$ cat config.mk
export PLATFORM = sky130hd
export DESIGN_NAME = pcm_voice_master
export DESIGN_NICKNAME = d
export VERILOG_FILES = /design/src/rtl/pcm_voice_pkg.sv /design/src/rtl/pcm_bclk_gen.sv /design/src/rtl/pcm_align.sv /design/src/rtl/pcm_frame.sv /design/src/rtl/pcm_voice_master.sv
export SDC_FILE = /design/constraint.sdc
export NUM_CORES = 1
export LEC_CHECK = 0
export ABC_CLOCK_PERIOD_IN_PS = 8500
export BUFFER_PORTS_ARGS = -buffer_cell sky130_fd_sc_hd__buf_2
export CORE_UTILIZATION = 55
export CTS_CLUSTER_DIAMETER = 30
export DETAILED_ROUTE_END_ITERATION = 8
export PLACE_DENSITY_LB_ADDON = 0.05
export SLEW_MARGIN = 20
export SYNTH_ARGS = -nofsm -noshare
export SYNTH_HDL_FRONTEND = slang
export SYNTH_SLANG_ARGS = --single-unit
$ cat constraint.sdc
create_clock -name clk -period 8.5 [get_ports clk]
set_input_delay 0.85 -clock clk [delete_from_list [all_inputs] [get_ports clk]]
set_output_delay 0.85 -clock clk [all_outputs]
set_load 0.01 [all_outputs]
$ cat src/rtl/pcm_voice_pkg.sv
package pcm_voice_pkg;
  typedef enum logic [1:0] {
    ALIGN_WAIT  = 2'd0,
    ALIGN_DELAY = 2'd1,
    ALIGN_RUN   = 2'd2
  } align_state_e;
endpackage

$ cat src/rtl/pcm_bclk_gen.sv
module pcm_bclk_gen #(
  parameter int DIV_W = 8
) (
  input  logic             clk,
  input  logic             rst_n,
  input  logic             run,
  input  logic [DIV_W-1:0] div,
  output logic             bclk,
  output logic             rise,
  output logic             fall
);
  localparam logic [DIV_W-1:0] MIN_DIV = DIV_W'(2);

  logic [DIV_W-1:0] cnt;
  logic [DIV_W-1:0] div_eff;
  logic [DIV_W-1:0] half;

  // dividers below two run as two
  assign div_eff = (div < MIN_DIV) ? MIN_DIV : div;
  assign half    = div_eff >> 1;
  assign rise    = run && (cnt >= div_eff - 1'b1);
  assign fall    = run && (cnt == half - 1'b1);

  always_ff @(posedge clk or negedge rst_n) begin
    if (!rst_n) begin
      cnt  <= '0;
      bclk <= 1'b0;
    end else if (!run) begin
      cnt  <= '0;
      bclk <= 1'b0;
    end else begin
      cnt <= rise ? '0 : cnt + 1'b1;
      if (rise)      bclk <= 1'b1;
      else if (fall) bclk <= 1'b0;
    end
  end
endmodule

$ cat src/rtl/pcm_align.sv
module pcm_align
  import pcm_voice_pkg::*;
#(
  parameter int OFS_W          = 8,
  parameter int HALF_SLOT_CLKS = 7500
) (
  input  logic             clk,
  input  logic             rst_n,
  input  logic             enable,
  input  logic             align_en,
  input  logic             slot_tick,
  input  logic [OFS_W-1:0] ofs,
  output logic             run
);
  localparam int SUB_W = (HALF_SLOT_CLKS > 1) ? $clog2(HALF_SLOT_CLKS) : 1;
  localparam logic [SUB_W-1:0] SUB_LAST = SUB_W'(HALF_SLOT_CLKS - 1);

  align_state_e     st;
  logic [SUB_W-1:0] sub;
  logic [OFS_W-1:0] unit;

  assign run = enable && (!align_en || (st == ALIGN_RUN));

  always_ff @(posedge clk or negedge rst_n) begin
    if (!rst_n) begin
      st   <= ALIGN_WAIT;
      sub  <= '0;
      unit <= '0;
    end else if (!enable) begin
      st   <= ALIGN_WAIT;
      sub  <= '0;
      unit <= '0;
    end else begin
      case (st)
        ALIGN_WAIT: if (align_en && slot_tick) begin
          st   <= (ofs == '0) ? ALIGN_RUN : ALIGN_DELAY;
          sub  <= '0;
          unit <= '0;
        end
        ALIGN_DELAY: if (sub == SUB_LAST) begin
          sub <= '0;
          if (unit == ofs - 1'b1) st <= ALIGN_RUN;
          else                    unit <= unit + 1'b1;
        end else begin
          sub <= sub + 1'b1;
        end
        default: st <= ALIGN_RUN;
      endcase
    end
  end
endmodule

$ cat src/rtl/pcm_frame.sv
module pcm_frame #(
  parameter int WORD_W = 16,
  parameter int FB_W   = 8
) (
  input  logic              clk,
  input  logic              rst_n,
  input  logic              run,
  input  logic              rise,
  input  logic              fall,
  input  logic [FB_W-1:0]   frame_bits,
  input  logic              long_sync,
  input  logic [WORD_W-1:0] tx_word,
  input  logic              din,
  output logic              frame_start,
  output logic              sync_act,
  output logic              dout,
  output logic [WORD_W-1:0] rx_word,
  output logic              rx_done
);
  localparam logic [FB_W-1:0] WLEN = FB_W'(WORD_W);

  logic [FB_W-1:0]   idx, nidx, fb_eff, last_idx;
  logic              started;
  logic [WORD_W-1:0] tsh, rsh;
  logic              in_data_next, in_data_cur;

  // frames shorter than one sync period plus a word are stretched
  assign fb_eff       = (frame_bits > WLEN) ? frame_bits : WLEN + 1'b1;
  assign last_idx     = fb_eff - 1'b1;
  assign nidx         = !started ? '0 : ((idx >= last_idx) ? '0 : idx + 1'b1);
  assign in_data_next = (nidx != '0) && (nidx <= WLEN);
  assign in_data_cur  = (idx != '0) && (idx <= WLEN);
  assign frame_start  = rise && (nidx == '0);
  assign rx_word      = {rsh[WORD_W-2:0], din};
  assign rx_done      = fall && started && (idx == WLEN);

  always_ff @(posedge clk or negedge rst_n) begin
    if (!rst_n) begin
      idx      <= '0;
      started  <= 1'b0;
      sync_act <= 1'b0;
      dout     <= 1'b0;
      tsh      <= '0;
      rsh      <= '0;
    end else if (!run) begin
      idx      <= '0;
      started  <= 1'b0;
      sync_act <= 1'b0;
      dout     <= 1'b0;
      rsh      <= '0;
    end else begin
      if (rise) begin
        started  <= 1'b1;
        idx      <= nidx;
        sync_act <= long_sync ? (nidx < WLEN) : (nidx == '0);
        if (nidx == '0) begin
          tsh  <= tx_word;
          dout <= 1'b0;
        end else if (in_data_next) begin
          dout <= tsh[WORD_W-1];
          tsh  <= tsh << 1;
        end else begin
          dout <= 1'b0;
        end
      end
      if (fall && started && in_data_cur) rsh <= rx_word;
    end
  end
endmodule

$ cat src/rtl/pcm_voice_master.sv
module pcm_voice_master #(
  parameter int WORD_W         = 16,
  parameter int DIV_W          = 8,
  parameter int FB_W           = 8,
  parameter int OFS_W          = 8,
  parameter int HALF_SLOT_CLKS = 7500
) (
  input  logic              clk,
  input  logic              rst_n,
  input  logic              cfg_enable,
  input  logic [DIV_W-1:0]  cfg_clk_div,
  input  logic [FB_W-1:0]   cfg_frame_bits,
  input  logic              cfg_sync_high,
  input  logic              cfg_sync_long,
  input  logic              cfg_align_en,
  input  logic [OFS_W-1:0]  cfg_align_ofs,
  input  logic              slot_tick,
  input  logic [WORD_W-1:0] tx_data,
  input  logic              tx_valid,
  output logic              tx_ready,
  output logic [WORD_W-1:0] rx_data,
  output logic              rx_valid,
  input  logic              rx_ready,
  output logic              pcm_bclk,
  output logic              pcm_fsync,
  output logic              pcm_dout,
  input  logic              pcm_din,
  output logic              sts_tx_underflow,
  output logic              sts_rx_overflow,
  input  logic              clr_tx_underflow,
  input  logic              clr_rx_overflow
);
  logic              run, rise, fall, frame_start, sync_act, rx_done;
  logic              tx_full;
  logic [WORD_W-1:0] tx_buf, rx_word;

  pcm_align #(.OFS_W(OFS_W), .HALF_SLOT_CLKS(HALF_SLOT_CLKS)) u_align (
    .clk(clk), .rst_n(rst_n), .enable(cfg_enable), .align_en(cfg_align_en),
    .slot_tick(slot_tick), .ofs(cfg_align_ofs), .run(run)
  );

  pcm_bclk_gen #(.DIV_W(DIV_W)) u_bclk (
    .clk(clk), .rst_n(rst_n), .run(run), .div(cfg_clk_div),
    .bclk(pcm_bclk), .rise(rise), .fall(fall)
  );

  pcm_frame #(.WORD_W(WORD_W), .FB_W(FB_W)) u_frame (
    .clk(clk), .rst_n(rst_n), .run(run), .rise(rise), .fall(fall),
    .frame_bits(cfg_frame_bits), .long_sync(cfg_sync_long),
    .tx_word(tx_full ? tx_buf : '0), .din(pcm_din),
    .frame_start(frame_start), .sync_act(sync_act), .dout(pcm_dout),
    .rx_word(rx_word), .rx_done(rx_done)
  );

  assign pcm_fsync = cfg_sync_high ? sync_act : !sync_act;
  assign tx_ready  = !tx_full;

  // one-word transmit holding register, fetched at frame start
  always_ff @(posedge clk or negedge rst_n) begin
    if (!rst_n) begin
      tx_full <= 1'b0;
      tx_buf  <= '0;
    end else begin
      if (frame_start) tx_full <= 1'b0;
      if (tx_valid && tx_ready) begin
        tx_buf  <= tx_data;
        tx_full <= 1'b1;
      end
    end
  end

  // one-word receive register, overwritten on completion
  always_ff @(posedge clk or negedge rst_n) begin
    if (!rst_n) begin
      rx_valid <= 1'b0;
      rx_data  <= '0;
    end else if (rx_done) begin
      rx_valid <= 1'b1;
      rx_data  <= rx_word;
    end else if (rx_ready) begin
      rx_valid <= 1'b0;
    end
  end

  // sticky flags, a set beats a clear
  always_ff @(posedge clk or negedge rst_n) begin
    if (!rst_n) begin
      sts_tx_underflow <= 1'b0;
      sts_rx_overflow  <= 1'b0;
    end else begin
      if (frame_start && !tx_full) sts_tx_underflow <= 1'b1;
      else if (clr_tx_underflow)   sts_tx_underflow <= 1'b0;
      if (rx_done && rx_valid && !rx_ready) sts_rx_overflow <= 1'b1;
      else if (clr_rx_overflow)             sts_rx_overflow <= 1'b0;
    end
  end
endmodule


==> results of run 1 <==
final cells by class:
cell class	count	share of cell area (%)
tap	140	2.506
timing repair buffer	79	5.872
clock inverter	5	0.9488
sequential	110	39.38
multi-input combinational	446	46.83
inverter	21	1.128
clock buffer	11	3.330
cell usage in the layout, fill, tap and decap left out, drive strengths merged, types with 10 or more instances in the layout:
cell      n
a21oi    17
and3     17
buf      79
clkbuf   11
dfrtp   110
ha       25
inv      23
mux2     41
mux2i    40
nand2    63
nand2b   10
nand3    17
nor2     38
nor3     15
o21ai    17
xnor2    12
xor2     27
state kept, by name, summed over array words and instances, names as in the netlist, 2 cells and up:
register,flops
u_align.unit,8
u_align.st,2
u_frame.idx,8
tx_buf,16
u_frame.rsh,15
u_bclk.cnt,8
rx_data,16
u_frame.tsh,16
u_align.sub,13
where the power goes:
part,switching [uW],leakage [uW],internal (uW)
clock,190,0.000142,233
combinational,129,0.00184,121
sequential,38.0,0.00146,584
total,357,0.00345,937
worst paths after layout:
check                                    startpoint                           to  slack [ns]  cells after the start
setup / recovery                     cfg_clk_div[6]   u_frame.tsh[4]$_DFFE_PN0P_        4.09                     15
hold / removal                                rst_n      u_bclk.cnt[4]$_DFF_PN0_        0.49                      1
setup reg to reg            u_bclk.cnt[0]$_DFF_PN0_   u_frame.tsh[4]$_DFFE_PN0P_        5.34                      8
hold reg to reg            u_frame.dout$_DFFE_PN0P_     u_frame.dout$_DFFE_PN0P_        0.50                      1
max in group asynchronous                     rst_n  u_frame.tsh[15]$_DFFE_PN0P_        6.78                      2
min in group clk           u_frame.dout$_DFFE_PN0P_     u_frame.dout$_DFFE_PN0P_        0.50                      1
cell families after synthesis:
group                      after synthesis  share of synthesized area (%)
and+or+nand+nor                        214                          18.13
DFF                                    110                          44.23
AOI/OAI and AO/OA                       87                          9.469
muxes                                   81                          14.33
buffers and inverters                   45                          3.317
xor gates and xnor gates                39                          5.489
adders and majority gates               25                          5.026
synth_stat cells (3+ instances only):
library cell  number  share of area (%)
dfrtp_1          110                 44
nand2_1           63                3.8
mux2i_1           40                6.4
nor2_1            38                2.3
mux2_2            33                6.0
xor2_1            27                3.8
ha_1              25                5.0
inv_1             21                1.3
a21oi_1           17                1.4
and3_1            17                1.7
nand3_1           17                1.4
o21ai_0           17                1.4
clkbuf_1          16               0.97
nor3_1            15                1.2
xnor2_1           12                1.7
nand2b_1          10                1.0
a31oi_1            9               0.90
and2_1             8               0.80
mux2_4             8                1.9
and4_1             5               0.70
buf_2              5               0.40
nand4_1            5               0.50
o211ai_1           5               0.60
or3_1              5               0.50
or4_1              5               0.60
a2111oi_0          4               0.56
a41oi_1            4               0.56
nand3b_1           4               0.48
nor3b_1            4               0.48
a211oi_1           3               0.36
nor4_1             3               0.30
o21a_1             3               0.36
o22ai_1            3               0.30
o31ai_1            3               0.36
routing by layer:
| metal | up-vias | share of wire [%] |
|---|---|---|
| met5 | - | 0 |
| met3 | 7 | 2.5 |
| met2 | 72 | 49 |
| li1 | 2292 | - |
| met1 | 2252 | 47 |
| met4 | 0 | 0.80 |
stage by stage:
step	total power, uW	area [sq um]	utilization (%)	setup slack (ns)
global placement	870.3	6681	61.10	3.826
finish	1294	6989	63.91	4.089
detailed placement	883.7	6681	61.10	3.696
floorplan	803.8	6223	-	4.248
CTS	1309	6980	63.83	4.047
global route	1366	6989	63.91	3.697
==> metrics.cfg, run 1 <==
[routing]
wirelength_microns = 12100
drt_first_pass_iters = 6
wl_per_cell_microns = 14.90
antenna_left = 0
via_per_inst = 5.693
drt_iter0_drc = 189
drc = 0
vias = 4623

[synthesis]
syn_nets = 678
ys_warn_count = 0
synth_seq_area_share_pct = 44.23
yosysUniqueCellTypes = 61
synth.avg_cell_area_sq_um = 10.36
synth_area_sq_mm = 0.006223
synth_edf_count = 0
async_flop_share_pct = 100.0
ys_ff_latch = 110
syn_inst = 601
synth_ff_type = dfrtp_1

[sta]
setup_viol = 0
finalCriticalPeriod_ns = 4.411
maxSlewHeadroom_pct = 44.35
slew_violations = 0
tns_ns = 0
whs_ns = 0.4874
rsz0062_at_grt = false
fmax_ghz = 0.2267
skew_ns = 0.01211
finalHoldViolCount = 0
tightest_slew_ns = 0.8348
period_share_pct = 51.90

[placement]
gp_congestion = 0.8690
dp.cells = 796
portBuffers = 74
dp_hpwl_microns = 8822

[critical_path]
worst_setup_path_start_kind = input port
max_stage_delay_ns = 0.66
worstPathMaxFanout = 17
cp_num_buf_inv = 1
path_common_cell = nand2_1
arrival_ns = 4.64
crit_family = simple AND/OR/NAND/NOR gates
path_class = input port to flop
crit_chain = buf_2 -> nor4_1 -> nand2_1 -> nand2_1 -> ha_1 -> nand2_1 -> or3_1 -> xor2_1 -> ha_1 -> nand4_1 -> nor2_1 -> a2111oi_0 -> nor2_1 -> o211a_1 -> mux2_2
crit_path_end_kind = flop
worstPathRequired_ns = 8.73
cpMaxStageDelayCell = a2111oi_0

[power_and_ir_drop]
p_leak_uw = 0.003446
vdd_drop_max_v = 0.0001128
p_per_area_mw_per_mm2 = 185.2

[layout]
nFillCells = 911
antenna_cells = 0
fin_nets = 744
area_growth_syn_to_layout_pct = 12.30
register_area_sq_mm = 0.002753
multi_input_area_sq_mm = 0.003273
drive_above_1_share_pct = 22.17
instances_no_fill = 812

[grt]
gr-usage-met3_pct = 2.532
grt_pass1_wl_microns = 20160
grt_util_met2_pct = 36.81
grt_pass1_vias = 4345
grt_max_degree = 69
grt-busiest-layer = met2
grt_use_total_pct = 21.68
antenna_found_initial = 0
met1_usage_pct = 28.83
grt-ovfl-total = 0

[cts]
cts_max_path_buffers = 2
h-tree-depth = 3
cts.sinks = 110
cts_hold_buf = 0
cts_buffers = 9
ctsResizeCount = 0
clock-root-buffer = clkbuf_16
clk_pin_slew_ns = 0.07
clock_latency_ns = 0.35
cts_setup_buffers = 0
cts_tree = yes

[floorplan]
boundaryPins = 75
core_area_sq_mm = 0.01094
row_count = 38
die_area_sq_mm = 0.01175
die_w_microns = 108.4
fp.dieH_microns = 108.4
start_util_pct = 56.91

[status]
status = finished clean

[run]
maxCapViolations = 0

[hold_path]
hp-class = input port to async pin

(Power assumes the default switching activity.)
==> run 2, diff against run 1 <==
ABC_CLOCK_PERIOD_IN_PS = 4610   (was 8500)
clock period = 4.61 ns   (was 8.5 ns; I/O delays follow)
==> run 2 against run 1 <==
Non-clock buffer count grew 1; critical path depth up 1; die area stayed put; largest cell class unchanged; critical endpoint is now u_frame.tsh[2]$_DFFE_PN0P_.
==> metrics.cfg, run 2 (synthesis results as in run 1) <==
[cts]
cts.sinks = 110  ; unchanged
cts_setup_buffers = 0  ; unchanged
clock-root-buffer = clkbuf_16
cts_buffers = 9  ; unchanged
h-tree-depth = 3  ; unchanged
clk_pin_slew_ns = 0.07  ; about the same
cts_tree = yes
cts_hold_buf = 0  ; unchanged
ctsResizeCount = 0  ; unchanged
clock_latency_ns = 0.35  ; about the same
cts_max_path_buffers = 2  ; unchanged

[power_and_ir_drop]
vdd_drop_max_v = 0.0002229  ; +98%
p_per_area_mw_per_mm2 = 335.8  ; +81%
p_leak_uw = 0.003439  ; -0.20%
p_total_uw = 2339  ; +81%

[sta]
tightest_slew_ns = 0.9124  ; +0.07759 ns
maxSlewHeadroom_pct = 39.18  ; -5.2 points
fmax_ghz = 0.2524
finalHoldViolCount = 0  ; unchanged
period_share_pct = 85.94
setup_viol = 0  ; unchanged
finalCriticalPeriod_ns = 3.962
skew_ns = 0.01155  ; -0.0005557 ns
slew_violations = 0  ; unchanged
rsz0062_at_grt = false
tns_ns = 0  ; unchanged

[critical_path]
path_class = input port to flop
arrival_ns = 4.20  ; -0.44 ns
worstPathMaxFanout = 17  ; unchanged
worstPathRequired_ns = 4.85  ; -3.88 ns
crit_path_end_kind = flop
worst_setup_path_start_kind = input port

[routing]
vias = 4706  ; +1.8%
wl_per_cell_microns = 15.15  ; +1.6%
drt_first_pass_iters = 4  ; -2
wirelength_microns = 12300  ; +1.6%
drc = 0  ; unchanged
drt_iter0_drc = 254  ; +34%
via_per_inst = 5.796  ; +1.8%
antenna_left = 0  ; unchanged

[grt]
grt_max_degree = 74  ; +7.2%
grt-ovfl-total = 0  ; unchanged
grt_pass1_wl_microns = 21010  ; +4.2%
antenna_found_initial = 0  ; unchanged
grt_use_total_pct = 22.78  ; +1.1 points
grt_pass1_vias = 4572  ; +5.2%

[layout]
fin_nets = 745  ; +0.13%
antenna_cells = 0  ; unchanged
layout_common_cells = dfrtp_1 (110), buf_2 (73), nand2_1 (63)
drive_above_1_share_pct = 22.17  ; unchanged
area_growth_syn_to_layout_pct = 11.92
largestRegisters = rx_data x16, tx_buf x16, u_frame.tsh x16
fin_util_pct = 63.70  ; -0.22 points
layout_commonest_cell = dfrtp_1

[floorplan]
fp.dieH_microns = 108.4  ; unchanged
die_w_microns = 108.4  ; unchanged
row_count = 38  ; unchanged
start_util_pct = 56.91  ; unchanged
die_area_sq_mm = 0.01175  ; unchanged
boundaryPins = 75  ; unchanged
core_area_sq_mm = 0.01094  ; unchanged

[hold_path]
hp-class = input port to async pin

[placement]
dp_hpwl_microns = 8838  ; +0.18%
gp_congestion = 0.8568  ; -1.4%
portBuffers = 74  ; unchanged

[status]
status = finished clean

[run]
maxCapViolations = 0  ; unchanged

==> run 2: power breakdown <==
| part | internal [uW] | switching (uW) | leakage, uW |
|---|---|---|---|
| Clock | 371 | 356 | 0.000131 |
| Sequential | 1080 | 81.1 | 0.00146 |
| Combinational | 223 | 231 | 0.00185 |
==> run 2: per-layer routing <==
layer,wire length (microns),vias to the layer above,global-route usage (%),share of wire [%]
li1,-,2302,-,-
met1,5690,2308,29.01,46
met2,5983,83,38.54,49
met3,470,13,4.099,3.8
met4,155,0,8.784,1.3
met5,0,-,0,0
==> run 2: per-stage QoR <==
step | hold WS, ns | setup slack, ns | std cells | cell area, sq um
floorplan | 0.1654 | 0.7475 | 601 | 6223
global placement | 0.4732 | 0.4800 | 797 | 6689
detailed placement | 0.4815 | 0.2885 | 797 | 6689
CTS | 0.2727 | 0.6648 | 812 | 6959
global route | 0.2925 | 0.2321 | 812 | 6965
finish | 0.2304 | 0.6484 | 812 | 6965
==> run 2: final timing paths <==
path,start,end,slack [ns],cells past startpoint
worst max-delay path,cfg_clk_div[6],u_frame.tsh[2]$_DFFE_PN0P_,0.65,16
min in group clk,clr_tx_underflow,sts_tx_underflow$_DFFE_PN0P_,0.29,2
worst min register to register,u_frame.dout$_DFFE_PN0P_,u_frame.dout$_DFFE_PN0P_,0.50,1
worst max register to register,u_bclk.cnt[0]$_DFF_PN0_,u_frame.tsh[2]$_DFFE_PN0P_,1.68,9
worst min-delay path,rst_n,u_bclk.cnt[2]$_DFF_PN0_,0.23,1
max in group asynchronous,rst_n,u_frame.idx[7]$_DFFE_PN0P_,3.34,2
==> run 2: area by class of cell <==
type,instances,area (sq um)
Sequential cell,110,2753
Clock inverter,5,41.29
Inverter,21,78.83
Clock buffer,10,229.0
Tap cell,140,175.2
Fill cell,939,3970
Multi-Input combinational cell,446,3271
Timing Repair Buffer,80,417.9
==> run 2: worst max-delay path, stage by stage <==
cell       delay [ns]
buf_2            0.13
nor4_1           0.42
nand2_1          0.10
nand2_1          0.16
ha_1             0.21
nand2_1          0.08
or3_1            0.35
xor2_1           0.17
ha_1             0.29
nand4_1          0.09
nor2_1           0.10
a2111oi_0        0.10
buf_4            0.16
nor2_1           0.25
o211a_1          0.69
mux2_2           0.41
